==> src/rtl/uart_rxq_pkg.sv <==
package uart_rxq_pkg;

   typedef struct packed {
      logic perr;
      logic ferr;
      logic ovr;
   } rxq_flags_t;

   localparam rxq_flags_t RXQ_FLAGS_CLEAR = '{perr: 1'b0, ferr: 1'b0, ovr: 1'b0};

   // 1 when the number of ones in the word plus the extra bit is odd
   function automatic logic odd_weight(input logic [63:0] word, input logic extra);
      return (^word) ^ extra;
   endfunction

endpackage

==> src/rtl/rxq_parity.sv <==
module rxq_parity
   import uart_rxq_pkg::*;
#(
   parameter int DATA_W         = 8,
   parameter bit PARITY_SUPPORT = 1'b1
) (
   input  logic              chk_en,
   input  logic              odd_sel,
   input  logic [DATA_W-1:0] data,
   input  logic              par_bit,
   input  logic              stop_ok,
   output rxq_flags_t        flags
);

   logic perr;

   generate
      if (PARITY_SUPPORT) begin : g_check
         logic weight_odd;
         assign weight_odd = odd_weight(64'(data), par_bit);
         // error when observed weight differs from selected parity sense
         assign perr = chk_en & (weight_odd ^ odd_sel);
      end else begin : g_none
         logic unused_in;
         assign unused_in = chk_en ^ odd_sel ^ par_bit ^ (^data);
         assign perr = 1'b0;
      end
   endgenerate

   always_comb begin
      flags      = RXQ_FLAGS_CLEAR;
      flags.perr = perr;
      flags.ferr = ~stop_ok;
   end

endmodule

==> src/rtl/rxq_store.sv <==
module rxq_store
   import uart_rxq_pkg::*;
#(
   parameter int DATA_W = 8,
   parameter int DEPTH  = 2
) (
   input  logic              clk,
   input  logic              rst_n,
   input  logic              en,
   input  logic              push,
   input  logic [DATA_W-1:0] push_data,
   input  rxq_flags_t        push_flg,
   input  logic              pop,
   output logic [DATA_W-1:0] head_data,
   output rxq_flags_t        head_flg,
   output logic              empty,
   output logic              pop_fire
);

   localparam int PTR_W = (DEPTH > 1) ? $clog2(DEPTH) : 1;
   localparam int CNT_W = $clog2(DEPTH + 1);
   localparam logic [CNT_W-1:0] CNT_FULL = CNT_W'(DEPTH);

   initial begin
      if (DEPTH < 2 || (DEPTH & (DEPTH - 1)) != 0)
         $fatal(1, "rxq_store: DEPTH must be a power of two, at least 2");
      if (DATA_W < 1 || DATA_W > 64)
         $fatal(1, "rxq_store: DATA_W must be 1..64");
   end

   logic [DATA_W-1:0] mem_d [DEPTH];
   rxq_flags_t        mem_f [DEPTH];
   logic [PTR_W-1:0]  wr_ptr, rd_ptr;
   logic [CNT_W-1:0]  count;
   logic              full, push_fire, drop;

   assign full      = (count == CNT_FULL);
   assign empty     = (count == '0);
   assign pop_fire  = en & pop & ~empty;
   assign push_fire = en & push & (~full | pop);
   assign drop      = en & push & full & ~pop;

   always_ff @(posedge clk or negedge rst_n) begin
      if (!rst_n) begin
         wr_ptr <= '0;
         rd_ptr <= '0;
         count  <= '0;
         for (int i = 0; i < DEPTH; i++) begin
            mem_d[i] <= '0;
            mem_f[i] <= RXQ_FLAGS_CLEAR;
         end
      end else if (!en) begin
         wr_ptr <= '0;
         rd_ptr <= '0;
         count  <= '0;
      end else begin
         if (push_fire) begin
            mem_d[wr_ptr] <= push_data;
            mem_f[wr_ptr] <= push_flg;
            wr_ptr        <= wr_ptr + 1'b1;
         end
         if (drop)
            mem_f[wr_ptr - 1'b1].ovr <= 1'b1;
         if (pop_fire)
            rd_ptr <= rd_ptr + 1'b1;
         case ({push_fire, pop_fire})
            2'b10:   count <= count + 1'b1;
            2'b01:   count <= count - 1'b1;
            default: count <= count;
         endcase
      end
   end

   assign head_data = mem_d[rd_ptr];
   assign head_flg  = mem_f[rd_ptr];

endmodule

==> src/rtl/rxq_readout.sv <==
module rxq_readout
   import uart_rxq_pkg::*;
#(
   parameter int DATA_W = 8
) (
   input  logic              clk,
   input  logic              rst_n,
   input  logic [DATA_W-1:0] head_data,
   input  rxq_flags_t        head_flg,
   input  logic              empty,
   input  logic              pop_fire,
   output logic [DATA_W-1:0] out_data,
   output rxq_flags_t        out_flg,
   output logic              avail
);

   logic [DATA_W-1:0] last_data;

   always_ff @(posedge clk or negedge rst_n) begin
      if (!rst_n)
         last_data <= '0;
      else if (pop_fire)
         last_data <= head_data;
   end

   assign avail    = ~empty;
   assign out_data = empty ? last_data : head_data;
   assign out_flg  = empty ? RXQ_FLAGS_CLEAR : head_flg;

endmodule

==> src/rtl/uart_rx_holdq.sv <==
module uart_rx_holdq
   import uart_rxq_pkg::*;
#(
   parameter int DATA_W         = 8,
   parameter int DEPTH          = 2,
   parameter bit PARITY_SUPPORT = 1'b1
) (
   input  logic              clk,
   input  logic              rst_n,
   input  logic              rx_on,
   input  logic              par_chk,
   input  logic              par_odd,
   input  logic              frm_valid,
   input  logic [DATA_W-1:0] frm_data,
   input  logic              frm_par,
   input  logic              frm_stop_ok,
   input  logic              rd_pop,
   output logic [DATA_W-1:0] rd_data,
   output logic              rd_avail,
   output logic              rd_perr,
   output logic              rd_ferr,
   output logic              rd_ovr
);

   rxq_flags_t        in_flg, head_flg, out_flg;
   logic [DATA_W-1:0] head_data;
   logic              empty, pop_fire;

   rxq_parity #(.DATA_W(DATA_W), .PARITY_SUPPORT(PARITY_SUPPORT)) u_par (
      .chk_en  (par_chk),
      .odd_sel (par_odd),
      .data    (frm_data),
      .par_bit (frm_par),
      .stop_ok (frm_stop_ok),
      .flags   (in_flg)
   );

   rxq_store #(.DATA_W(DATA_W), .DEPTH(DEPTH)) u_store (
      .clk       (clk),
      .rst_n     (rst_n),
      .en        (rx_on),
      .push      (frm_valid),
      .push_data (frm_data),
      .push_flg  (in_flg),
      .pop       (rd_pop),
      .head_data (head_data),
      .head_flg  (head_flg),
      .empty     (empty),
      .pop_fire  (pop_fire)
   );

   rxq_readout #(.DATA_W(DATA_W)) u_out (
      .clk       (clk),
      .rst_n     (rst_n),
      .head_data (head_data),
      .head_flg  (head_flg),
      .empty     (empty),
      .pop_fire  (pop_fire),
      .out_data  (rd_data),
      .out_flg   (out_flg),
      .avail     (rd_avail)
   );

   assign rd_perr = out_flg.perr;
   assign rd_ferr = out_flg.ferr;
   assign rd_ovr  = out_flg.ovr;

endmodule

==> config.mk <==
export PLATFORM = sky130hd
export DESIGN_NAME = uart_rx_holdq
export DESIGN_NICKNAME = d
export VERILOG_FILES = /design/src/rtl/uart_rxq_pkg.sv /design/src/rtl/rxq_parity.sv /design/src/rtl/rxq_store.sv /design/src/rtl/rxq_readout.sv /design/src/rtl/uart_rx_holdq.sv
export SDC_FILE = /design/constraint.sdc
export NUM_CORES = 1
export LEC_CHECK = 0
export ABC_CLOCK_PERIOD_IN_PS = 2600
export BUFFER_PORTS_ARGS = -buffer_cell sky130_fd_sc_hd__buf_2
export CAP_MARGIN = 20
export CORE_MARGIN = 3
export CORE_UTILIZATION = 50
export DETAILED_ROUTE_END_ITERATION = 16
export GPL_TIMING_DRIVEN = 0
export PLACE_DENSITY = 0.72
export SYNTH_ARGS = -nofsm -noshare
export SYNTH_HDL_FRONTEND = slang
export SYNTH_SLANG_ARGS = --single-unit
==> constraint.sdc <==
create_clock -name clk -period 2.6 [get_ports clk]
set_input_delay 0.39 -clock clk [delete_from_list [all_inputs] [get_ports clk]]
set_output_delay 0.39 -clock clk [all_outputs]
set_load 0.02 [all_outputs]
==> summary.txt <==
Status
  – Status: finished clean

Pwr
  – Power Dens Cells: around 830 mW/mm2
  – P_int: 1150 uW
  – Comb power frac: 24.6%
  – Peak supply drop: 0.000425 V
  – Clock power share: 30.9%
  – Net Sw Power: 476 uW
  – Sequential share of power: 44.5%
  – Leakage: around 0.00092 uW
  – Sw Share: 29.3%

Clock tree
  – Clk_lat worst skew: 0.33 ns
  – H-tree levels: 2
  – Clock buffer depth: 2
  – # hold bufs at CTS: 0
  – Post-CTS Setup Bufs: 0
  – Clk root buf: clkbuf_4
  – CTS tree: built
  – Cts repair resizes: 0
  – Number of buffers created by CTS: 5
  – Worst-path clk slew: 0.11 ns
  – CTS sink cnt: 34

Placement
  – IO buf count: 28
  – Routability Congestion: around 0.75
  – Placed Cells: 240
  – DPL Wire Length: 2430 um
  – Post-DP Area: about 0.0019 mm2

Synthesis
  – Cells after synthesis: 168
  – Post-Synthesis Cell Area: 0.00166 mm2
  – Top FF cell, synth: dfrtp_1
  – Yosys cell types: 25
  – Seq cells post-synth: 34
  – Seq/Total Area, Yosys: approximately 50%
  – Most area-hungry cell type in the Yosys netlist: dfrtp_1
  – Post-Syn Area per Cell: just under 10 um2
  – Yosys top cell area share: 51.4%
  – Number of synthesized flops with an enable pin: 0
  – Yosys warnings: 0
  – Ranking of synthesized cells by area: dfrtp_1 51%, nand2_1 8.8%, mux2i_1 6.7%
  – Post-synth ARST share: between 90% and 100%
  – Syn nets: roughly 190

Route
  – DR vias/cell: a little over 5
  – Drt pass-1 iters: 4
  – Initial DRC count: 77
  – Post-DR wirelength/cell: 13.4 um
  – Remaining antenna violation count: 0
  – DRC: 0
  – Final Routed Wirelength: 3310 um
  – Via Count: 1254

Final layout
  – Area delta synth->final: 18.5%
  – Nets@finish: 220
  – Layout Cells excl Fill: 248
  – Most frequent cells in the layout: 39 x nand2_1, 34 x dfrtp_1, 31 x buf_2
  – Share of cells above drive strength 1: between 20% and 30%
  – Ant. Diodes: 0
  – Layout fillers: 296
  – Post-layout util: 63.2%
  – Most common cell after layout, fill and taps aside: nand2_1
  – Design Area, Final: 0.00196 mm2

Timing
  – Max-slew violation count: 0
  – Final Setup Violations: 0
  – Max-slew headroom: 51.1%
  – Worst Max-Slew Pin Slew: 0.734 ns
  – Worst Skew: 0.0116 ns
  – Hold Vio Cnt, Final: 0
  – RSZ-0062 raised after global routing: no
  – Setup TNS: 0 ns
  – Final Cycle Share: 87.7%
  – Max Freq: 0.438 GHz
  – Minimum clock period: around 2.3 ns

Global routing
  – Total GRT Usage: 18.6%
  – Vias in the first global route: 1271
  – Global-route wire length before repair: approximately 5900 um
  – Remaining Overflow, GRT: 0
  – Pin count of the biggest net entering global routing: 35
  – Initial antenna violation count: 0

Critical path
  – Top Family by Delay on Critical Path: buffers and inverters
  – Most Frequent Cell on Critical Path: buf_2
  – Worst Setup Path Type: reg2out
  – Endpoint arrival time on the critical path: 1.89 ns
  – Reg2reg path depth: 3
  – Levels on crit path: 6
  – Buffers plus inverters on the worst setup path: 4
  – Worst Setup End Kind: primary output
  – Critical Path RT: 2.21 ns
  – Startpoint type of the worst setup path: register
  – Crit-path cells: nor2_1 > inv_1 > buf_4 > buf_2 > a21oi_1 > buf_2
  – Worst Path Max Fanout: 10
  – CP max-delay cell: dfrtp_1
  – Reg2reg setup slack: a little over 1 ns
  – Worst stage delay on the critical path: about 0.47 ns

Die
  – Die area: 0.00404 mm2
  – Ports: 29
  – Core box area: about 0.0031 mm2
  – Initial Utilization: 53.3%
  – Chip Width: approximately 64 um
  – Rows: 20
  – Die Y-Extent: about 64 um

Run
  – MaxCap Viol Count: 0

Worst hold path
  – Hold crit path type: in2async
power by group through the flow:
stage | registers [uW] | logic, uW | clock network, uW
detailed placement | 733 | 401 | 0
CTS | 721 | 403 | 512
global route | 735 | 453 | 539
floorplan | 713 | 285 | 0
finish | 722 | 399 | 502
global placement | 723 | 388 | 0
per-layer routing:
metal | vias to the layer above | track usage [%] | part of all wire, %
met5 | - | 0 | 0
met4 | 0 | 5.93 | 0.75
met3 | 4 | 5.35 | 4.6
met2 | 33 | 28.9 | 48
met1 | 590 | 24.9 | 47
li1 | 627 | - | -
state kept, by name (all words and copies together) (netlist names):
name,flops
u_out.last_data,8
u_store.mem_f,6
u_store.count,2
u_store.mem_d,16
u_store.rd_ptr,1
u_store.wr_ptr,1
Yosys cell counts (2+ instances only):
cell / number
dfrtp_1: 34
nand2_1: 39
xnor2_1: 8
inv_1: 4
and2_1: 2
nand2b_1: 2
nor2_1: 14
nand3_1: 4
o21ai_0: 13
mux2i_1: 11
mux2_2: 8
a21oi_1: 13
buf_2: 3
buf_4: 2
layout make-up:
| cell class | count | area, um2 | area share, % |
|---|---|---|---|
| Buffer | 5 | 30.0 | 1.53 |
| Clock buffer | 6 | 51.3 | 2.61 |
| Clock inverter | 2 | 60.1 | 3.06 |
| Inverter | 4 | 15.0 | 0.765 |
| Multi-Input combinational cell | 125 | 759 | 38.7 |
| Sequential cell | 34 | 851 | 43.4 |
| Tap cell | 44 | 55.1 | 2.81 |
| Timing Repair Buffer | 28 | 140 | 7.14 |
through the flow:
stage	hold WS, ns	power [uW]	setup slack (ns)
after floorplan	0.0944	998	0.796
after global placement	0.458	1110	0.745
after global routing	0.135	1730	0.143
after CTS	0.120	1640	0.319
final	0.0998	1620	0.319
after detailed placement	0.462	1130	0.705
logic make-up (layout without fill, tap and decap cells):
group | after synthesis | after routing | share of synthesized area [%]
muxes | 19 | 19 | 12.1
AOI/OAI and AO/OA | 29 | 29 | 9.37
xor gates and xnor gates | 10 | 10 | 6.12
DFF | 34 | 34 | 51.4
and+or+nand+nor | 67 | 67 | 18.3
buffers and inverters | 9 | 45 | 2.72
final timing paths:
path	startpoint	to
min in group clk	frm_stop_ok	u_store.mem_f[4]
max reg2reg	u_store.wr_ptr	u_store.mem_d[9]
min	rst_n	u_store.count[0]
min reg2reg	u_store.mem_d[1]	u_store.mem_d[1]
max	u_store.count[0]	rd_data[7]
max in group asynchronous	rst_n	u_store.mem_f[4]
Power figures use the tool's default switching activity.
